==> src/rtl/mcr_pkg.sv <==
package mcr_pkg;
  localparam int unsigned MCR_W    = 32;
  localparam int unsigned SW_W     = 16;
  localparam int unsigned PG_BIT   = 31;
  localparam int unsigned TYPE_BIT = 4;
  localparam logic [MCR_W-1:0] IMPL_MASK = 32'h8000_001F;
endpackage

==> src/rtl/mcr_init_sampler.sv <==
// Marks the single cycle after reset release in which the error level is captured.
module mcr_init_sampler (
  input  logic clk,
  input  logic rst_n,
  input  logic err_n,
  output logic smp_en,
  output logic smp_val
);
  logic pending_q;

  always_ff @(posedge clk or negedge rst_n) begin
    if (!rst_n) pending_q <= 1'b1;
    else        pending_q <= 1'b0;
  end

  assign smp_en  = pending_q;
  assign smp_val = ~err_n;

  // the sampling window lasts exactly one cycle
  assert_one_shot_R2: assert property (@(posedge clk) disable iff (!rst_n)
    pending_q |=> !pending_q);
endmodule

==> src/rtl/mcr_next.sv <==
// Per-bit next-state selection: full write, then legacy write / sample, then hold.
module mcr_next #(
  parameter int unsigned W        = mcr_pkg::MCR_W,
  parameter int unsigned SWW      = mcr_pkg::SW_W,
  parameter int unsigned TYPE_BIT = mcr_pkg::TYPE_BIT,
  parameter logic [W-1:0] MASK    = mcr_pkg::IMPL_MASK
) (
  input  logic [W-1:0]   cur,
  input  logic           full_en,
  input  logic [W-1:0]   full_d,
  input  logic           sw_en,
  input  logic [SWW-1:0] sw_d,
  input  logic           smp_en,
  input  logic           smp_val,
  output logic [W-1:0]   nxt
);
  localparam logic [SWW-1:0] SW_MASK = MASK[SWW-1:0] & ~(SWW'(1) << TYPE_BIT);

  for (genvar i = 0; i < W; i++) begin : g_bit
    if (!MASK[i]) begin : g_rsvd
      assign nxt[i] = 1'b0;
    end else if (i == TYPE_BIT) begin : g_type
      assign nxt[i] = full_en ? full_d[i] : (smp_en ? smp_val : cur[i]);
    end else if (i < SWW) begin : g_low
      assign nxt[i] = full_en ? full_d[i] : (sw_en ? sw_d[i] : cur[i]);
    end else begin : g_high
      assign nxt[i] = full_en ? full_d[i] : cur[i];
    end
  end

  logic unused_bits;
  assign unused_bits = ^{full_d & ~MASK, cur & ~MASK, sw_d & ~SW_MASK};
endmodule

==> src/rtl/mcr_ctl.sv <==
module mcr_ctl #(
  parameter int unsigned W        = mcr_pkg::MCR_W,
  parameter int unsigned SWW      = mcr_pkg::SW_W,
  parameter int unsigned PG_BIT   = mcr_pkg::PG_BIT,
  parameter int unsigned TYPE_BIT = mcr_pkg::TYPE_BIT,
  parameter logic [W-1:0] MASK    = mcr_pkg::IMPL_MASK
) (
  input  logic           clk,
  input  logic           rst_n,
  input  logic           cop_err_n,
  input  logic           full_wr_en,
  input  logic [W-1:0]   full_wr_data,
  output logic [W-1:0]   full_rd_data,
  input  logic           sw_wr_en,
  input  logic [SWW-1:0] sw_wr_data,
  output logic [SWW-1:0] sw_rd_data,
  output logic           paging_en,
  output logic           proto32
);
  logic [W-1:0] reg_q, reg_d;
  logic         smp_en, smp_val;

  mcr_init_sampler u_smp (
    .clk(clk), .rst_n(rst_n), .err_n(cop_err_n),
    .smp_en(smp_en), .smp_val(smp_val)
  );

  mcr_next #(.W(W), .SWW(SWW), .TYPE_BIT(TYPE_BIT), .MASK(MASK)) u_next (
    .cur(reg_q), .full_en(full_wr_en), .full_d(full_wr_data),
    .sw_en(sw_wr_en), .sw_d(sw_wr_data),
    .smp_en(smp_en), .smp_val(smp_val), .nxt(reg_d)
  );

  always_ff @(posedge clk or negedge rst_n) begin
    if (!rst_n) reg_q <= '0;
    else        reg_q <= reg_d;
  end

  assign full_rd_data = reg_q;
  assign sw_rd_data   = reg_q[SWW-1:0];
  assign paging_en    = reg_q[PG_BIT];
  assign proto32      = reg_q[TYPE_BIT];

  // a full write lands masked, regardless of a concurrent legacy write
  assert_full_write_R8: assert property (@(posedge clk) disable iff (!rst_n)
    full_wr_en |=> full_rd_data == ($past(full_wr_data) & MASK));

  // legacy write leaves the upper half untouched
  assert_sw_keeps_high_R4: assert property (@(posedge clk) disable iff (!rst_n)
    (sw_wr_en && !full_wr_en) |=> $stable(full_rd_data[W-1:SWW]));

  // legacy write never moves the protocol bit outside the sampling cycle
  assert_sw_keeps_type_R5: assert property (@(posedge clk) disable iff (!rst_n)
    (sw_wr_en && !full_wr_en && !smp_en) |=> $stable(proto32));

  // the sampled level lands in the protocol bit
  assert_init_sample_R2: assert property (@(posedge clk) disable iff (!rst_n)
    (smp_en && !full_wr_en) |=> proto32 == !$past(cop_err_n));

  // paging turns on only through a full write with bit 31 set
  assert_paging_rise_R7: assert property (@(posedge clk) disable iff (!rst_n)
    $rose(paging_en) |-> ($past(full_wr_en) && $past(full_wr_data[PG_BIT])));
endmodule

==> config.mk <==
export PLATFORM = sky130hd
export DESIGN_NAME = mcr_ctl
export DESIGN_NICKNAME = d
export VERILOG_FILES = /design/src/rtl/mcr_pkg.sv /design/src/rtl/mcr_init_sampler.sv /design/src/rtl/mcr_next.sv /design/src/rtl/mcr_ctl.sv
export SDC_FILE = /design/constraint.sdc
export NUM_CORES = 1
export LEC_CHECK = 0
export BUFFER_PORTS_ARGS = -buffer_cell sky130_fd_sc_hd__buf_2
export CAP_MARGIN = 15
export CORE_MARGIN = 4
export CORE_UTILIZATION = 30
export CTS_BUF_LIST = sky130_fd_sc_hd__clkbuf_16
export DETAILED_ROUTE_END_ITERATION = 10
export PLACE_DENSITY = 0.93
export SKIP_CTS_REPAIR_TIMING = 1
export SLEW_MARGIN = 30
export SYNTH_ARGS = -nofsm -noshare
export SYNTH_HDL_FRONTEND = slang
export SYNTH_SLANG_ARGS = --single-unit
==> constraint.sdc <==
create_clock -name clk -period 2.5 [get_ports clk]
set_clock_uncertainty 0.05 [all_clocks]
set_input_delay 0.25 -clock clk [delete_from_list [all_inputs] [get_ports clk]]
set_output_delay 0.25 -clock clk [all_outputs]
set_load 0.005 [all_outputs]
Word-level counts from Yosys, hierarchy flattened
Index checks and enable logic that the tools add are counted.
Widths: inputs -> output; s select.
{"block": "classes", "muxes": 10, "bitwise_logic": 1, "reduce_logical": 2}
{"operator": "$mux 1", "count": 10}
{"operator": "$reduce_bool 2->1", "count": 2}
{"operator": "$not 1->1", "count": 1}
{"block": "totals", "register_bits": 7, "output_inout_bits": 50, "word_cells": 17}

Logic depth before layout (Yosys ltp)
{"block": "logic_depth", "depth_word": 3, "mapped_depth": 3}

By module
Synthesis repeated with hierarchy kept, for this count alone.
{"block": "unflattened", "cells_unflattened": 98, "area_unflattened_um2": 1290.0}
{"mod": "mcr_ctl", "n_inst": 1, "cells_per_inst": 50, "area_each_um2": 935.9, "seq_area_each_um2": 800.8}
{"mod": "mcr_next", "n_inst": 1, "cells_per_inst": 45, "area_each_um2": 320.3, "seq_area_each_um2": 0.0}
{"mod": "mcr_init_sampler", "n_inst": 1, "cells_per_inst": 3, "area_each_um2": 33.8, "seq_area_each_um2": 26.3}

Least setup slack after synthesis
OpenSTA, ideal clock, no wires.
{"block": "synth_timing", "path_type": "register to register", "start": "register u_smp.pending_q, in the netlist u_smp.smp_en", "end": "register reg_q[4], in the netlist full_rd_data[4]", "setup_ps": 124, "t_arrival_ps": 752, "slack_ps": 1574, "path_stages_with_launch": 3, "path_buffers": 0, "synth_period_minus_slack_ps": 926, "cell_sequence": "dfstp_2 -> nor2b_1 -> o31a_1"}
{"block": "synth_via", "elab_chain_cells": 1}
{"item": "start: declaration", "line": "mcr_init_sampler.sv:9", "source": "logic pending_q;"}
{"item": "start signal: assignment", "line": "mcr_init_sampler.sv:12", "source": "if (!rst_n) pending_q <= 1'b1;"}
{"item": "start signal: assignment", "line": "mcr_init_sampler.sv:13", "source": "else pending_q <= 1'b0;"}
{"item": "$reduce_bool 2->1 (no source line)"}
{"item": "end signal: assignment", "line": "mcr_ctl.sv:36", "source": "else reg_q <= reg_d;"}
{"item": "end: declaration", "line": "mcr_ctl.sv:20", "source": "logic [W-1:0] reg_q, reg_d;"}
No other way between the ends.
A chain may end at the register's enable or synchronous reset.

Worst setup path in the final report
{"block": "layout_timing", "start": "register reg_q[4], in the netlist full_rd_data[4]", "end": "output port proto32"}
{"item": "end: declaration", "line": "mcr_ctl.sv:18", "source": "output logic proto32"}
No word-level cell between the ends.

==> flow_metrics.py <==
metrics = {
    "run_status": {
        "status": "finished clean",
    },
    "critical_path": {
        "cp.buffers_inverters": 1,
        "crit_path_cell_trace": "buf_2",
        "regToRegSetupSlack_ns": 1.55,
        "path_class": "reg2out",
        "cp_data_arrival_time_ns": 0.75,
        "worstRegToRegCells": 2,
        "cp.required_ns": 2.20,
        "critPathTopFamily": "flip-flops",
        "critPathMaxStageDelay_ns": 0.39,
        "critPathSlowestCell": "dfrtp_1",
        "cp-startpoint": "full_rd_data[4]",
        "crit_path_start_kind": "flop",
        "cp-end-kind": "output pin",
        "cp_max_fo": 4,
        "r2r_start": "u_smp.smp_en",
        "reg2reg_to": "full_rd_data[4]",
    },
    "final_layout": {
        "layout_common_cells": "38 x conb_1, 27 x buf_2, 6 x dfrtp_1",
        "fin_util_pct": 34.8,
        "finalInstanceArea_um2": 696,
        "nNetsFinal": 148,
        "final-seq-area_um2": 176,
        "fill_cells": 221,
        "diodes": 0,
        "area_growth_pct": 7.34,
        "layout_commonest_cell": "conb_1",
        "drive_gt1_share_pct": 34.0,
        "multi_input_area_um2": 262,
    },
    "placement": {
        "portBuffers": 27,
        "place_hpwl_um": 899,
        "routabilityCongestion": 0.578,
        "place_area_um2": 607,
    },
    "logic_synthesis": {
        "ys_ff_latch": 7,
        "yosys_warnings": 0,
        "seq_area_frac_synth_pct": 27.2,
        "postSynthCellCount": 71,
        "synth.top_cell.area_share_pct": 52.1,
        "synth.distinct_cells": 13,
        "avgSynthCellArea_um2": 9.13,
        "synthTopCellsByArea": "buf_4 52%, dfrtp_1 23%, mux2i_1 6.2%",
        "syn-cell-area_um2": 648,
        "yosysTopAreaCell": "buf_4",
    },
    "sta": {
        "rsz0062_at_grt": "false",
        "fin_hold_ws_ns": 0.181,
        "maxSlewViolCount": 0,
        "fin_crit_ns": 1.05,
        "hold_viol": 0,
        "setup_tns_ns": 0,
        "timing.fmax_mhz": 952,
        "period_share_pct": 42.0,
        "setup_viol": 0,
    },
    "clock_network": {
        "numCtsBuffers": 3,
        "clk_pin_slew_worst_paths_ns": 0.03,
        "clockBufferDepth": 2,
        "htree_levels": 1,
        "clock_sinks": 7,
        "cts_tree": "yes",
        "ctsRootBufferMaster": "clkbuf_16",
        "clkLatencyLatePin_ns": 0.23,
    },
    "power": {
        "vdd_ir_drop_max_mv": 0.555,
        "p_sw_w": 0.0000964,
        "p_sw_share_pct": 21.0,
        "combinationalPowerShare_pct": 14.8,
        "seq_power_share_pct": 28.5,
        "p_leak_nw": 0.415,
        "power_per_cell_area_nw_per_um2": 661,
        "p_int_w": 0.000364,
        "power_w": 0.000460,
        "pwr-share-clk_pct": 56.7,
    },
    "route": {
        "via_per_inst": 3.21,
        "wirelength_mm": 1.01,
        "drt-pass1-iter-count": 3,
        "wl_per_cell_um": 8.33,
        "drc": 0,
        "vias": 388,
        "ant_nets": 0,
        "drt_iter0_markers": 4,
    },
    "grt": {
        "grt_antenna_before_repair": 0,
        "grt_pass1_vias": 269,
        "grt_overflow_total": 0,
        "grt_usage_pct": 6.10,
        "grt_pass1_wl_mm": 1.15,
        "grt_max_degree": 12,
    },
    "floorplanning": {
        "die_h_um": 54.5,
        "num_rows": 16,
        "coreArea_um2": 2000,
        "io_pins": 103,
        "dieArea_um2": 2970,
        "fp.dieW_um": 54.5,
        "start_util_pct": 32.4,
    },
    "min_path": {
        "whs_path_depth": 3,
        "hp-class": "in2reg",
        "min_to": "full_rd_data[2]",
        "hp-start": "full_wr_data[2]",
    },
    "run": {
        "maxCapViolCount": 0,
    },
}
## through the flow
| stage | std cells | worst slack (ns) |
|---|---|---|
| 4_1_cts | 120 | 1.44 |
| 3_5_place_dp | 116 | 1.53 |
| 3_3_place_gp | 116 | 1.53 |
| 6_report | 121 | 1.45 |
| 5_1_grt | 121 | 1.41 |
| 2_1_floorplan | 108 | 1.57 |
## flip-flops by register name, summed over array words and instances, names as in the netlist
name	flops
u_smp.smp_en	1
full_rd_data	6
## power groups by stage
| stage | sequential [W] | clock, W | combinational [W] |
|---|---|---|---|
| final | 0.000131 | 0.000261 | 0.0000681 |
| after global routing | 0.000133 | 0.000280 | 0.0000787 |
| after CTS | 0.000132 | 0.000268 | 0.0000666 |
| after detailed placement | 0.000133 | 0 | 0.0000666 |
| after global placement | 0.000132 | 0 | 0.0000653 |
| after floorplan | 0.000134 | 0 | 0.0000902 |
## final cells by class
type                       instances  share of cell area (%)
multi-input combinational         55                    37.6
sequential                         7                    25.4
timing repair buffer              28                    20.9
clock buffer                       3                    10.8
tap                               27                    4.86
clock inverter                     1                   0.540
## worst max-delay path by stage
stage	to	slack (ns)	cells after the start
floorplan	full_rd_data[4]	1.57	2
global placement	full_rd_data[4]	1.53	3
detailed placement	full_rd_data[4]	1.53	3
CTS	proto32	1.44	1
global route	proto32	1.41	1
finish	proto32	1.45	1
## Yosys cell counts
cell type / number
buf_6: 1
mux2_4: 1
dfrtp_1: 6
o21ai_0: 2
o31a_1: 1
o21ai_1: 2
mux2i_1: 4
nand2_1: 4
buf_4: 45
or2b_1: 1
dfstp_2: 1
nor2b_1: 2
conb_1: 1
## routing by layer
layer | share of wire (%) | vias up | routed length, um | track usage [%]
met2 | 44 | 44 | 444 | 8.76
met1 | 30 | 159 | 302 | 5.72
met5 | 0 | - | 0 | 0
met3 | 26 | 0 | 261 | 6.27
li1 | - | 185 | - | -
met4 | 0 | 0 | 0 | 2.49
## cell families (layout without fill, tap and decap cells)
kind of cell	after synthesis	count (layout)	share of synthesized area [%]
AOI/OAI and AO/OA	5	5	4.44
buffers and inverters	46	32	53.9
DFF	7	7	27.2
muxes	5	5	8.49
other	1	38	0.579
and+or+nand+nor	7	7	5.40
No activity file was read; power rests on OpenSTA's default activity.
